<file path="config.mk">
export PLATFORM = sky130hd
export DESIGN_NAME = adc_trig_ctrl
export DESIGN_NICKNAME = d
export VERILOG_FILES = /design/src/rtl/adc_trig_pkg.sv /design/src/rtl/adc_prescaler.sv /design/src/rtl/adc_trig_detect.sv /design/src/rtl/adc_conv_seq.sv /design/src/rtl/adc_trig_ctrl.sv
export SDC_FILE = /design/constraint.sdc
export NUM_CORES = 1
export LEC_CHECK = 0
export CAP_MARGIN = 25
export CORE_MARGIN = 3
export CORE_UTILIZATION = 48
export DETAILED_ROUTE_END_ITERATION = 8
export GPL_TIMING_DRIVEN = 0
export PLACE_DENSITY_LB_ADDON = 0.15
export SETUP_SLACK_MARGIN = 0.1
export SYNTH_ARGS = -nofsm -noshare
export SYNTH_HDL_FRONTEND = slang
export SYNTH_SLANG_ARGS = --single-unit
</file>
<file path="constraint.sdc">
create_clock -name clk -period 1.9 [get_ports clk]
set_input_delay 0.475 -clock clk [delete_from_list [all_inputs] [get_ports clk]]
set_output_delay 0.475 -clock clk [all_outputs]
set_load 0.01 [all_outputs]
</file>
<file path="src/rtl/adc_trig_pkg.sv">
`timescale 1ns/1ps
package adc_trig_pkg;
  localparam int unsigned PRE_W      = 7;
  localparam int unsigned SEL_W      = 3;
  localparam int unsigned CONV_TICKS = 13;

  // Mask of low divider bits; tick fires when they are all ones.
  function automatic logic [PRE_W-1:0] div_mask(input logic [SEL_W-1:0] code);
    int unsigned k;
    k = (code < 1) ? 1 : int'(code);
    if (k > PRE_W) k = PRE_W;
    return PRE_W'((1 << k) - 1);
  endfunction
endpackage

</file>
<file path="src/rtl/adc_prescaler.sv">
`timescale 1ns/1ps
module adc_prescaler
  import adc_trig_pkg::*;
#(
  parameter int unsigned W  = PRE_W,
  parameter int unsigned SW = SEL_W
)(
  input  logic          clk,
  input  logic          rst_n,
  input  logic          en,
  input  logic [SW-1:0] sel,
  output logic          tick
);
  logic [W-1:0] cnt_q;
  logic [W-1:0] mask;

  always_comb begin
    mask = W'(div_mask(SEL_W'(sel)));
  end

  always_ff @(posedge clk or negedge rst_n) begin
    if (!rst_n)   cnt_q <= '0;
    else if (!en) cnt_q <= '0;
    else          cnt_q <= cnt_q + 1'b1;
  end

  assign tick = en && ((cnt_q & mask) == mask);
endmodule

</file>
<file path="src/rtl/adc_trig_detect.sv">
`timescale 1ns/1ps
module adc_trig_detect #(
  parameter int unsigned SW   = 3,
  localparam int unsigned NSRC = (1 << SW) - 1
)(
  input  logic            clk,
  input  logic            rst_n,
  input  logic [SW-1:0]   sel,
  input  logic [NSRC-1:0] src,
  input  logic            flag,
  output logic            rise,
  output logic            free_run
);
  logic [NSRC:0] pool;
  logic          cur;
  logic          prev_q;
  logic [SW-1:0] sel_q;

  assign pool     = {src, flag};
  assign cur      = pool[sel];
  assign free_run = (sel == '0);

  always_ff @(posedge clk or negedge rst_n) begin
    if (!rst_n) begin
      prev_q <= 1'b0;
      sel_q  <= '0;
    end else begin
      prev_q <= cur;
      sel_q  <= sel;
    end
  end

  // No edge on the cycle the select changes.
  assign rise = cur && !prev_q && (sel == sel_q);
endmodule

</file>
<file path="src/rtl/adc_conv_seq.sv">
`timescale 1ns/1ps
module adc_conv_seq #(
  parameter int unsigned TICKS = 13,
  localparam int unsigned CW   = $clog2(TICKS)
)(
  input  logic clk,
  input  logic rst_n,
  input  logic en,
  input  logic tick,
  input  logic start,
  input  logic restart,
  input  logic clr,
  output logic busy,
  output logic done,
  output logic flag
);
  logic [CW-1:0] tcnt_q;
  logic          busy_q;
  logic          flag_q;

  assign done = busy_q && tick && (tcnt_q == CW'(TICKS - 1));
  assign busy = busy_q;
  assign flag = flag_q;

  always_ff @(posedge clk or negedge rst_n) begin
    if (!rst_n) begin
      busy_q <= 1'b0;
      tcnt_q <= '0;
    end else if (!en) begin
      busy_q <= 1'b0;
      tcnt_q <= '0;
    end else if (done) begin
      busy_q <= restart;
      tcnt_q <= '0;
    end else if (start) begin
      busy_q <= 1'b1;
      tcnt_q <= '0;
    end else if (busy_q && tick) begin
      tcnt_q <= tcnt_q + 1'b1;
    end
  end

  always_ff @(posedge clk or negedge rst_n) begin
    if (!rst_n)   flag_q <= 1'b0;
    else if (done) flag_q <= 1'b1;
    else if (clr)  flag_q <= 1'b0;
  end
endmodule

</file>
<file path="src/rtl/adc_trig_ctrl.sv">
`timescale 1ns/1ps
module adc_trig_ctrl
  import adc_trig_pkg::*;
#(
  parameter int unsigned PW    = PRE_W,
  parameter int unsigned SW    = SEL_W,
  parameter int unsigned TICKS = CONV_TICKS,
  localparam int unsigned NSRC = (1 << SW) - 1
)(
  input  logic            clk,
  input  logic            rst_n,
  input  logic            adc_en,
  input  logic            auto_en,
  input  logic [SW-1:0]   trig_sel,
  input  logic [NSRC-1:0] trig_src,
  input  logic            sw_start,
  input  logic            flag_clr,
  input  logic [2:0]      pre_sel,
  output logic            adc_tick,
  output logic            busy,
  output logic            conv_done,
  output logic            done_flag
);
  // Named internal events, brought out for the checker.
  logic trig_rise;
  logic free_run;
  logic hw_start;
  logic sw_go;
  logic fr_restart;
  logic start_any;

  adc_prescaler #(.W(PW), .SW(3)) u_pre (
    .clk(clk), .rst_n(rst_n), .en(adc_en), .sel(pre_sel), .tick(adc_tick)
  );

  adc_trig_detect #(.SW(SW)) u_det (
    .clk(clk), .rst_n(rst_n), .sel(trig_sel), .src(trig_src),
    .flag(done_flag), .rise(trig_rise), .free_run(free_run)
  );

  assign hw_start   = adc_en && auto_en && !free_run && trig_rise && !busy && !done_flag;
  assign sw_go      = adc_en && sw_start && !busy;
  assign fr_restart = adc_en && auto_en && free_run;
  assign start_any  = hw_start || sw_go;

  adc_conv_seq #(.TICKS(TICKS)) u_seq (
    .clk(clk), .rst_n(rst_n), .en(adc_en), .tick(adc_tick),
    .start(start_any), .restart(fr_restart), .clr(flag_clr),
    .busy(busy), .done(conv_done), .flag(done_flag)
  );
endmodule

</file>
==> Flow_metrics.wiki <==
{| class="wikitable"
! Metric !! Value
|-
| Final estimated routing congestion in global placement || 0.801
|-
| Post-detail-place hpwl || 1600 um
|-
| CTS tree || yes
|-
| Initial core utilization || 0.533
|-
| All-Layer GR Usage || 0.253
|-
| Number of warnings issued by yosys || 0
|-
| Maximum resistive drop on vdd || 0.540 mV
|-
| CP bufs+invs || 3
|-
| Clock tree root buffer cell || clkbuf_4
|-
| Number of vias after detailed routing || 1033
|-
| Area growth from synthesis to layout || 62.7%
|-
| Hold path depth || 1
|-
| Slowest library cell on the worst path || dfrtp_2
|-
| Simple logic cell fraction of the synthesized area || 0.212
|-
| Top Family by Delay on Critical Path || flip-flops
|-
| Most common cell after layout, fill and taps aside || buf_4
|-
| Type of destination of the critical path || output port
|-
| Remaining Overflow, GRT || 0
|-
| Worst slew margin relative to its limit || 0.472
|-
| Commonest non-fill, non-tap cells in the layout || buf_4 (24), dfrtp_1 (14), dlygate4sd2_1 (8)
|-
| Worst setup skew after layout || 9.05 ps
|-
| Area enclosed by the die boundary || 0.00260 sq mm
|-
| Share of the yosys chip area belonging to registers || 0.439
|-
| Maxcap violations || 0
|-
| Type of origin of the critical path || flip-flop
|-
| Power Dens Cells || 481 mW/mm^2
|-
| Number of synthesized flops with an enable pin || 0
|-
| IO Pins || 23
|-
| Horiz. Die Dim || 50.9 um
|-
| Number of hold violations in the final report || 0
|-
| Clock slew seen by the registers of the worst setup and hold paths || 100 ps
|-
| Count of final setup violators || 2
|-
| DRT antenna net count || 0
|-
| Multiplexer fraction of the synthesized cell area || 0.0800
|-
| Worst-skew pair later-pin latency || 310 ps
|-
| Chain of cells forming the critical path || o2111ai_4, nor4_4, nand2b_1, buf_4, inv_2, buf_6
|-
| 1st-iter DRT viols || 50
|-
| Gate count of the mapped netlist || 94
|-
| Adder-cell share of the synthesized area || 0.0387
|-
| Top_reg_cell synth || dfrtp_1
|-
| Residual DRC count || 0
|-
| Violated checks || setup timing
|-
| Initial antenna violation count || 0
|-
| Global-route wire length before repair || 4730 um
|-
| Share of flip-flops with an asynchronous set or reset after synthesis || 1.00
|-
| Layout Utilization || 0.867
|-
| Syn_nets || 116
|-
| Final period utilization || 1.15
|-
| Fillers || 88
|-
| Via density per instance || 6.08
|-
| Slowest stage delay, CP || 490 ps
|-
| H-tree levels || 1
|-
| Total clock buffers created by CTS || 3
|-
| Setup slack after placement || -1090 ps
|-
| Complex-gate fraction of the synthesized area || 0.129
|-
| PortBufs || 22
|-
| Worst min-delay path class || in2reg
|-
| Post-detailed-route wirelength per cell || 20.5 um
|-
| Placement row count || 15
|-
| Leakage || 0.000708 uW
|-
| Worst reg-to-reg path cell count || 6
|-
| Slew Limit Fails || 0
|-
| Post-placement cell area || 0.00124 sq mm
|-
| Number of sinks handled by clock tree synthesis || 17
|-
| Total core area || 0.00182 sq mm
|-
| Synth Area in XOR/XNOR || 0.0632
|-
| RSZ-0062 raised after global routing || yes
|-
| Fin area || 0.00158 sq mm
|-
| Number of detailed-routing iterations run before antenna repair || 4
|-
| Total power of the final layout || 758 uW
|-
| Outcome || complete, but fails checks
|-
| Required time of the critical path || 1420 ps
|-
| Final worst-path setup slack || -288 ps
|-
| Maximum fanout along the worst path || 5
|-
| Maximum clock frequency || 457 MHz
|-
| Post-Synthesis Cell Area || 970 sq um
|-
| Maximum number of pins on one net before global-route repair || 18
|-
| Post-layout net count || 167
|-
| Logic depth of the worst path, buffers included || 6
|-
| Mapped Avg Cell Area || 10.3 sq um
|-
| Via count of the first global-routing pass || 990
|-
| Worst Path Arrival || 1710 ps
|-
| Critical path class || reg2out
|-
| DIE HEIGHT || 50.9 um
|-
| Cts hold-fix bufs || 0
|-
| Combinational family with the most area after synthesis || simple AND/OR/NAND/NOR gates
|-
| Worst-Margin Slew || 790 ps
|-
| Netlist cell types || 37
|-
| Longest Clk Path Bufs || 2
|-
| Synthesized flop and latch total || 17
|-
| Share of cells above drive strength 1 || 0.493
|-
| Final critical-path required period || 2190 ps
|-
| Routed Wire Length || 3490 um
|}
path summary, 6_finish.rpt:
kind | endpoint | slack, ps | from
max in group asynchronous | u_pre.cnt_q[0] | 730 | rst_n
hold reg to reg | u_pre.cnt_q[0] | 560 | u_pre.cnt_q[0]
setup / recovery | conv_done | -290 | u_pre.cnt_q[1]
setup reg to reg | u_seq.busy | 30 | u_seq.flag
hold / removal | u_det.sel_q[1] | 270 | trig_sel[1]
min in group asynchronous | u_seq.flag | 610 | rst_n
synthesized netlist by cell type (all sizes together), types with 3 or more instances:
master / number / area share
dfrtp: 17 / 0.44
mux2: 4 / 0.046
ha: 3 / 0.039
a21oi: 3 / 0.019
nand2: 6 / 0.023
a31oi: 3 / 0.019
nand2b: 4 / 0.026
nor4: 4 / 0.039
a211oi: 3 / 0.023
xor2: 5 / 0.045
nand3: 7 / 0.036
inv: 6 / 0.023
nor2: 6 / 0.023
kinds of logic after synthesis:
kind of cell / Yosys count
simple gates: 36
compound gates: 17
flops: 17
buf+inv: 8
xor+xnor: 7
mux: 6
fa+ha+maj: 3
final cells by class:
cell class	count	area, sq um	share of cell area
Multi-Input combinational cell	69	677	0.429
Clock inverter	1	5.00	0.00317
Inverter	7	26.3	0.0167
Clock buffer	3	22.5	0.0143
Antenna cell	1	2.50	0.00159
Buffer	1	11.3	0.00714
Tap cell	25	31.3	0.0198
Timing Repair Buffer	46	373	0.236
Sequential cell	17	429	0.272
through the flow:
stage / hold slack (ps) / cells / TNS [ps]
floorplan: 179 / 94 / 0
global placement: 517 / 141 / -4500
detailed placement: 516 / 141 / -4830
CTS: 266 / 163 / -254
global route: 251 / 169 / -569
finish: 272 / 170 / -403
flip-flops by register name, indices dropped and copies added, names as in the netlist:
name,flops
u_pre.cnt_q,7
u_seq.tcnt_q,4
u_seq.busy,1
u_det.sel_q,3
u_det.prev_q,1
u_seq.flag,1
metal layers:
metal | share of wire | GRT usage | routed length (um)
met1 | 0.39 | 0.297 | 1360
met3 | 0.063 | 0.0612 | 221
met2 | 0.50 | 0.418 | 1750
met4 | 0.045 | 0.143 | 156
met5 | 0 | 0 | 0
power breakdown:
part	leakage (uW)	internal, uW	switching [uW]
logic	0.000470	82.9	76.5
registers	0.000221	375	18.5
clock network	0.0000177	78.7	126
what timing repair did:
action / in CTS / in global routing
gates cloned: 0 / 0
buffers inserted: 22 / 10
gates resized for setup: 52 / 21
pin swaps: 6 / 6
endpoints found under the setup margin: 7 / 10
Power figures use the tool's default switching activity.
